$ cat src/rtl/ss_pkg.sv
package ss_pkg;
  typedef enum logic [1:0] {
    MODE_OFF   = 2'd0,
    MODE_ARMED = 2'd1,
    MODE_PULSE = 2'd2,
    MODE_LEVEL = 2'd3
  } en_mode_e;
endpackage

$ cat src/rtl/en_filter.sv
module en_filter #(
  parameter int MIN_HI = 150
) (
  input  logic clk_i,
  input  logic rst_ni,
  input  logic en_i,
  output logic valid_o,
  output logic rise_o,
  output logic fall_o
);
  localparam int CW = $clog2(MIN_HI + 1);
  localparam logic [CW-1:0] CMAX = CW'(MIN_HI);

  logic          s1_q, s2_q, valid_q;
  logic [CW-1:0] cnt_q, cnt_d;

  always_comb begin
    if (!s2_q)              cnt_d = '0;
    else if (cnt_q == CMAX) cnt_d = cnt_q;
    else                    cnt_d = cnt_q + CW'(1);
  end

  always_ff @(posedge clk_i or negedge rst_ni) begin
    if (!rst_ni) begin
      s1_q    <= 1'b0;
      s2_q    <= 1'b0;
      cnt_q   <= '0;
      valid_q <= 1'b0;
    end else begin
      s1_q    <= en_i;
      s2_q    <= s1_q;
      cnt_q   <= cnt_d;
      valid_q <= valid_o;
    end
  end

  // high only after MIN_HI consecutive synced-high cycles
  assign valid_o = (cnt_q == CMAX);
  assign rise_o  = valid_o & ~valid_q;
  assign fall_o  = ~valid_o & valid_q;
endmodule

$ cat src/rtl/en_mode_fsm.sv
module en_mode_fsm
  import ss_pkg::*;
#(
  parameter int SS_W      = 12,
  parameter int PULSE_LVL = 300
) (
  input  logic            clk_i,
  input  logic            rst_ni,
  input  logic            vdd_on_i,
  input  logic            vdd_off_i,
  input  logic            thermal_i,
  input  logic            hiccup_i,
  input  logic            ss_pulldown_i,
  input  logic            en_valid_i,
  input  logic            en_rise_i,
  input  logic            en_fall_i,
  input  logic [SS_W-1:0] ss_val_i,
  output logic            run_o,
  output logic            run_nxt_o
);
  localparam logic [SS_W-1:0] LVL_V = SS_W'(PULSE_LVL);

  en_mode_e state_q, state_d;
  logic     supply_q, need_low_q, need_low_d, fault, lvl_hit;

  assign fault   = ~supply_q | thermal_i | hiccup_i | ss_pulldown_i;
  assign lvl_hit = (ss_val_i >= LVL_V);

  always_comb begin
    state_d = state_q;
    if (fault) begin
      state_d = MODE_OFF;
    end else begin
      unique case (state_q)
        MODE_OFF:   if (en_valid_i && !need_low_q) state_d = MODE_ARMED;
        MODE_ARMED: begin
          if (en_fall_i)    state_d = lvl_hit ? MODE_OFF : MODE_PULSE;
          else if (lvl_hit) state_d = MODE_LEVEL;
        end
        MODE_PULSE: if (en_rise_i) state_d = MODE_OFF;
        MODE_LEVEL: if (en_fall_i) state_d = MODE_OFF;
        default:    state_d = MODE_OFF;
      endcase
    end
  end

  // after a pulse toggle-off, wait for enable low before re-arming
  always_comb begin
    need_low_d = need_low_q;
    if (fault)                                   need_low_d = 1'b0;
    else if (state_q == MODE_PULSE && en_rise_i) need_low_d = 1'b1;
    else if (!en_valid_i)                        need_low_d = 1'b0;
  end

  always_ff @(posedge clk_i or negedge rst_ni) begin
    if (!rst_ni) begin
      state_q    <= MODE_OFF;
      supply_q   <= 1'b0;
      need_low_q <= 1'b0;
    end else begin
      state_q    <= state_d;
      need_low_q <= need_low_d;
      if (vdd_on_i)       supply_q <= 1'b1;
      else if (vdd_off_i) supply_q <= 1'b0;
    end
  end

  assign run_o     = (state_q != MODE_OFF);
  assign run_nxt_o = (state_d != MODE_OFF);
endmodule

$ cat src/rtl/ss_ramp.sv
module ss_ramp #(
  parameter int SS_W  = 12,
  parameter int STEP  = 4,
  parameter int CLAMP = 4000
) (
  input  logic            clk_i,
  input  logic            rst_ni,
  input  logic            run_nxt_i,
  input  logic [SS_W-1:0] ref_target_i,
  output logic [SS_W-1:0] ss_val_o,
  output logic            ss_done_o,
  output logic [SS_W-1:0] ref_eff_o
);
  localparam logic [SS_W:0]   STEP_X  = (SS_W+1)'(STEP);
  localparam logic [SS_W:0]   CLAMP_X = (SS_W+1)'(CLAMP);
  localparam logic [SS_W-1:0] CLAMP_V = SS_W'(CLAMP);

  logic [SS_W-1:0] ss_q, ss_d;
  logic [SS_W:0]   sum;

  assign sum = {1'b0, ss_q} + STEP_X;

  always_comb begin
    if (!run_nxt_i)        ss_d = '0;
    else if (sum >= CLAMP_X) ss_d = CLAMP_V;
    else                   ss_d = sum[SS_W-1:0];
  end

  always_ff @(posedge clk_i or negedge rst_ni) begin
    if (!rst_ni) ss_q <= '0;
    else         ss_q <= ss_d;
  end

  assign ss_val_o  = ss_q;
  assign ss_done_o = (ss_q > ref_target_i);
  assign ref_eff_o = ss_done_o ? ref_target_i : ss_q;
endmodule

$ cat src/rtl/ss_enable_ctrl.sv
module ss_enable_ctrl #(
  parameter int SS_W      = 12,
  parameter int MIN_HI    = 150,
  parameter int STEP      = 4,
  parameter int CLAMP     = 4000,
  parameter int PULSE_LVL = 300
) (
  input  logic            clk_i,
  input  logic            rst_ni,
  input  logic            vdd_on_i,
  input  logic            vdd_off_i,
  input  logic            thermal_i,
  input  logic            hiccup_i,
  input  logic            ss_pulldown_i,
  input  logic            en_i,
  input  logic [SS_W-1:0] ref_target_i,
  output logic            run_o,
  output logic [SS_W-1:0] ss_val_o,
  output logic            ss_done_o,
  output logic [SS_W-1:0] ref_eff_o
);
  logic en_valid, en_rise, en_fall, run_nxt;

  en_filter #(.MIN_HI(MIN_HI)) u_filt (
    .clk_i   (clk_i),
    .rst_ni  (rst_ni),
    .en_i    (en_i),
    .valid_o (en_valid),
    .rise_o  (en_rise),
    .fall_o  (en_fall)
  );

  en_mode_fsm #(.SS_W(SS_W), .PULSE_LVL(PULSE_LVL)) u_fsm (
    .clk_i         (clk_i),
    .rst_ni        (rst_ni),
    .vdd_on_i      (vdd_on_i),
    .vdd_off_i     (vdd_off_i),
    .thermal_i     (thermal_i),
    .hiccup_i      (hiccup_i),
    .ss_pulldown_i (ss_pulldown_i),
    .en_valid_i    (en_valid),
    .en_rise_i     (en_rise),
    .en_fall_i     (en_fall),
    .ss_val_i      (ss_val_o),
    .run_o         (run_o),
    .run_nxt_o     (run_nxt)
  );

  ss_ramp #(.SS_W(SS_W), .STEP(STEP), .CLAMP(CLAMP)) u_ramp (
    .clk_i        (clk_i),
    .rst_ni       (rst_ni),
    .run_nxt_i    (run_nxt),
    .ref_target_i (ref_target_i),
    .ss_val_o     (ss_val_o),
    .ss_done_o    (ss_done_o),
    .ref_eff_o    (ref_eff_o)
  );
endmodule

$ cat config.mk
export PLATFORM = sky130hd
export DESIGN_NAME = ss_enable_ctrl
export DESIGN_NICKNAME = d
export VERILOG_FILES = /design/src/rtl/ss_pkg.sv /design/src/rtl/en_filter.sv /design/src/rtl/en_mode_fsm.sv /design/src/rtl/ss_ramp.sv /design/src/rtl/ss_enable_ctrl.sv
export SDC_FILE = /design/constraint.sdc
export NUM_CORES = 1
export LEC_CHECK = 0
export BUFFER_PORTS_ARGS = -buffer_cell sky130_fd_sc_hd__buf_2
export CORE_AREA = 8 8 81 83
export CTS_BUF_LIST = sky130_fd_sc_hd__clkbuf_16
export DETAILED_ROUTE_END_ITERATION = 7
export DIE_AREA = 0 0 89 91
export PLACE_DENSITY = 0.61
export RECOVER_POWER = 25
export SLEW_MARGIN = 30
export SYNTH_ARGS = -nofsm -noshare
export SYNTH_HDL_FRONTEND = slang
export SYNTH_SLANG_ARGS = --single-unit
export TNS_END_PERCENT = 5
$ cat constraint.sdc
create_clock -name clk_i -period 5.4 [get_ports clk_i]
set_input_delay 0.54 -clock clk_i [delete_from_list [all_inputs] [get_ports clk_i]]
set_output_delay 0.54 -clock clk_i [all_outputs]
set_load 0.02 [all_outputs]
==> Yosys cells after proc, flatten, opt, wreduce, memory -nomap -nowiden <==
Index checks and enable logic that the tools add are counted.
{ "op_classes": {"n_mux": 18, "eq_ne": 6, "bitwise": 8, "magnitude_cmp": 3, "n_reduce_logical": 7, "add_sub_neg": 2} }
{ "op_table": {"columns": ["operator", "n"], "rows": [
  ["$mux 12", 3],
  ["$mux 8", 2],
  ["$mux 2", 7],
  ["$add 12x3->13 const B", 1],
  ["$ge 13x12->1 const B", 1],
  ["$ge 12x9->1 const B", 1],
  ["$gt 12x12->1", 1],
  ["$add 8x1->8 const B", 1],
  ["$eq 8x8->1 const B", 1],
  ["$pmux 2 s4", 1],
  ["$reduce_bool 2->1", 3],
  ["$mux 1", 5],
  ["$eq 2x2->1 const B", 2],
  ["$ne 3x1->1 const B", 1],
  ["$not 1->1", 3],
  ["$or 1x1->1", 3],
  ["$and 1x1->1", 2],
  ["$eq 2x1->1 const B", 1],
  ["$logic_and 1x1->1", 2],
  ["$logic_not 2->1", 1],
  ["$ne 2x2->1 const B", 1],
  ["$logic_not 1->1", 1]
]} }
{ "totals": {"wordCells": 52, "output_inout_bits": 26, "in_bits": 20, "reg_bits": 27} }

==> Logic depth before layout (Yosys ltp) <==
{ "logic_depth": {"ltp_word": 8, "mapped_depth": 8, "depth_no_buf": 8} }

==> Modules after synthesis <==
Synthesis repeated with hierarchy kept, for this count alone.
{ "hier_totals": {"hier_cells": 240, "hier_area_um2": 2015.7} }
{ "by_module_without_submodules": {"columns": ["mod", "instances", "seq_area_each_um2", "area_each_um2", "cells_per_inst"], "rows": [
  ["ss_ramp", 1, 250.2, 1219.9, 162],
  ["en_filter", 1, 275.3, 531.8, 49],
  ["en_mode_fsm", 1, 100.1, 264.0, 29]
]} }

==> Worst setup path before layout <==
OpenSTA, ideal clock, no wires.
{ "synth_path": {"path_type": "input -> output", "from": "input ref_target_i[5]", "to": "output ref_eff_o[10]", "path_stages": 8, "arrival_ns": 2.133, "t_required_ns": 4.860, "path_slack_ns": 2.727, "path_buffers": 1, "path_cell_list": "inv_1 -> ha_1 -> nand3_1 -> nor4_1 -> a211oi_1 -> a21oi_1 -> buf_2 -> mux2_2"} }
{ "synth_via": {"elab_chain_cells": 2} }
{ "synth_lines": {"columns": ["element", "line", "text"], "rows": [
  ["start, declared", "ss_enable_ctrl.sv:16", "input logic [SS_W-1:0] ref_target_i,"],
  ["$gt 12x12->1", "ss_ramp.sv:35", "assign ss_done_o = (ss_q > ref_target_i);"],
  ["via ss_done_o", "ss_enable_ctrl.sv:19", "output logic ss_done_o,"],
  ["$mux 12", "ss_ramp.sv:36", "assign ref_eff_o = ss_done_o ? ref_target_i : ss_q;"],
  ["end, declared", "ss_enable_ctrl.sv:20", "output logic [SS_W-1:0] ref_eff_o"]
]} }
The timed path passes the listed nets, and every way through them passes these cells.

==> Final worst setup path <==
{ "layout_path": {"from": "register u_ramp.ss_q[7], in the netlist u_ramp.ss_val_o[7]", "to": "output ref_eff_o[5]"} }
{ "layout_via": {"elab_chain_cells": 2} }
{ "layout_lines": {"columns": ["element", "line", "text"], "rows": [
  ["start, declared", "ss_ramp.sv:18", "logic [SS_W-1:0] ss_q, ss_d;"],
  ["start signal, assigned", "ss_ramp.sv:31", "else ss_q <= ss_d;"],
  ["$gt 12x12->1", "ss_ramp.sv:35", null],
  ["$mux 12", "ss_ramp.sv:36", null]
]} }
No other way between the ends.

==> results.json <==
{
  "status": "finished clean",
  "drtIter0Drc": 86,
  "holdBufCountCts": 0,
  "synth-edff-count": 0,
  "number_of_buffers_added_for_setup_after_cts": 0,
  "tritoncts": "built",
  "drc": 0,
  "post_synthesis_register_bit_count": 25,
  "die_w_um": 89,
  "final-seq-area_um2": 626,
  "place.detailed.hpwl_mm": 2.98,
  "numClockSinks": 25,
  "worstMarginPinSlew_ns": 1.33,
  "first_global_vias": 1412,
  "netlist_area_um2": 1790,
  "grt_max_degree": 26,
  "grt_overflow_total": 0,
  "clk_path_buf_depth": 2,
  "total_power_mw": 0.383,
  "regToRegEndpoint": "u_ramp.ss_val_o[5]",
  "critPathKind": "reg -> out",
  "holdPathEnd": "u_filt.s2_q",
  "setup.worst_path.end_class": "output pin",
  "worst_slew_slack_as_a_fraction_of_its_limit_pct": 11.6,
  "port_buffers": 43,
  "fin_area_um2": 2090,
  "layout_worst_path_cycle_share_pct": 62.4,
  "vias": 1456,
  "final_nets": 254,
  "clock-root-buffer": "clkbuf_16",
  "cts_made_buffers": 3,
  "worst-path-max-fanout": 12,
  "antenna_violating_nets_post_route": 0,
  "crit_path_max_incr_delay_ns": 0.54,
  "post-route-util_pct": 39.2,
  "reg2reg_slack_ns": 3.28,
  "grt.total_usage_pct": 10.1,
  "finalHoldViolations": 0,
  "placed_cells_incl_taps": 288,
  "ys_types": 46,
  "dominantRegCellSynth": "dfrtp_1",
  "worstSetupStartpointType": "flip-flop",
  "final_layout_size_suffix_gt1_share_pct": 30.9,
  "cts.htree.levels": 1,
  "detail_route.wl_per_cell_um": 13.6,
  "final.fill_count": 557,
  "dp_worst_setup_slack_ns": 2.01,
  "hold-worst-slack_ns": 0.352,
  "crit_path_top_delay_cell": "dfrtp_1",
  "grt_antenna_before_repair": 0,
  "area_of_the_multi_input_gates_um2": 1030,
  "antenna_cells_inserted": 0,
  "cellPowerDensity_nw_per_um2": 183,
  "worst_hold_path_type": "reg -> reg",
  "instances_no_fill": 292,
  "timing.setup.tns_ns": 0,
  "start_util_pct": 33.5,
  "critical_path_required_ns": 4.86,
  "post-route-min-period_ns": 3.37,
  "wirelength_mm": 3.97,
  "die_y_um": 91,
  "min_from": "u_filt.s1_q",
  "vdd_ir_drop_max_v": 0.000106,
  "post_synth_inst_count": 181,
  "num_io_pins": 46,
  "route.detailed.vias_per_inst": 4.99,
  "dpl_cell_area_um2": 2010,
  "layout_setup_ws_ns": 2.03,
  "timing.max_cap.violations": 0,
  "crit_path_cell_trace": "ha_1 > nand3_1 > nor4_1 > a211oi_1 > a21oi_2 > mux2_2 > buf_2",
  "timing_max_transition_violations_final": 0,
  "synth-async-reset-ratio_pct": 100,
  "signed_area_change_from_the_synthesized_netlist_to_the_final_layout_pct": 17.1,
  "cts.repair.resized": 0,
  "timing.critical_path.arrival_ns": 2.83,
  "area_inside_the_core_boundary_um2": 5340,
  "cts.reportedPaths.clkPinSlew_ns": 0.06,
  "skew_ns": 0.00230,
  "syn-mean-instance-area_um2": 9.86,
  "grt_first_pass_wirelength_mm": 6.62,
  "row_count": 27,
  "reg2regPathDepth": 6,
  "leakagePower_nw": 1.07,
  "worstReg2RegStart": "u_ramp.ss_val_o[2]",
  "max_freq_mhz": 297,
  "firstDrtPassIters": 4,
  "rsz_0062_raised_after_global_routing": "false",
  "yosys_warnings": 0,
  "setup_viol": 0,
  "min_delay_path_depth": 0,
  "worst_skew_pair_later_pin_latency_ns": 0.26,
  "fp.dieArea_um2": 8100,
  "gp_congestion": 0.771,
  "ys_seq_area_share_pct": 35.0
}
## sequential cells by signal, summed over array words and instances, names as in the netlist
name              flops
u_ramp.ss_val_o      10
u_filt.cnt_q          8
u_fsm.state_q         2
u_filt.s1_q           1
u_filt.s2_q           1
u_filt.valid_q        1
u_fsm.need_low_q      1
u_fsm.supply_q        1
## how the worst max path moves through the flow
stage / slack [ns] / cells past startpoint / endpoint / from
floorplan: 2.73 / 8 / ref_eff_o[10] / ref_target_i[5]
global placement: 2.10 / 9 / ref_eff_o[5] / ref_target_i[11]
detailed placement: 2.01 / 9 / ref_eff_o[10] / ref_target_i[5]
CTS: 1.76 / 7 / ref_eff_o[5] / u_ramp.ss_val_o[7]
global route: 1.80 / 7 / ref_eff_o[5] / u_ramp.ss_val_o[7]
finish: 2.03 / 7 / ref_eff_o[5] / u_ramp.ss_val_o[7]
## synth_stat cells (4+ instances only)
| cell | instances | area share [%] |
|---|---|---|
| ha_1 | 13 | 9.1 |
| nor3_1 | 6 | 1.7 |
| nor2_1 | 10 | 2.1 |
| xnor2_1 | 10 | 4.9 |
| inv_1 | 15 | 3.2 |
| and2_1 | 9 | 3.2 |
| nand3_1 | 13 | 3.6 |
| mux2_2 | 10 | 6.3 |
| a21oi_1 | 6 | 1.7 |
| a211oi_1 | 4 | 1.7 |
| nand2_1 | 7 | 1.5 |
| dfrtp_1 | 25 | 35 |
| nand4_1 | 4 | 1.4 |
## report_power, final
group	internal, mW	leakage [nW]	switching, mW
Combinational	0.0114	0.692	0.0145
Clock	0.0990	0.0423	0.0642
Sequential	0.190	0.339	0.00375
## cell usage in the layout (no fill, tap or decap), types with 4 or more instances in the layout
master and count:
a21oi_1 5, and2_1 9, nand4_1 4, buf_2 42
inv_1 16, nand2_1 7, nor2_1 10, nand3_1 13
xnor2_1 10, mux2_2 10, ha_1 13, nor3_1 6
dfrtp_1 25, a211oi_1 4
## worst max-delay path: cells and delay by family (launching register included)
kind / cells / cell delay [ns]
AO/OA/AOI/OAI: 2 / 0.65
flip-flops: 1 / 0.54
AND/OR/NAND/NOR: 2 / 0.43
multiplexers: 1 / 0.40
adder cells (fa/ha/maj): 1 / 0.38
buffers and inverters: 1 / 0.16
## metal layers
| layer | global-route usage (%) | wire length [µm] | up-vias |
|---|---|---|---|
| met3 | 0.811 | 123 | 6 |
| li1 | - | - | 732 |
| met2 | 17.4 | 1960 | 23 |
| met5 | 0 | 0 | - |
| met4 | 4.16 | 71 | 0 |
| met1 | 12.4 | 1810 | 695 |
## logic make-up (layout without fill, tap and decap cells)
family	Yosys count	after routing	share of synthesized area [%]
xor+xnor	13	13	6.38
other cells	1	2	0.210
flops	25	25	35.0
compound gates	27	27	11.1
simple gates	67	67	23.1
buf+inv	24	62	7.92
mux	11	11	7.15
fa+ha+maj	13	13	9.11
## final cells by class
type | instances | share of cell area (%)
multi-input combinational | 133 | 49.1
sequential | 25 | 29.9
timing repair buffer | 43 | 10.2
tap | 72 | 4.31
clock buffer | 3 | 3.59
inverter | 15 | 2.69
clock inverter | 1 | 0.180
Note: power is estimated with default switching activity, not from simulation.
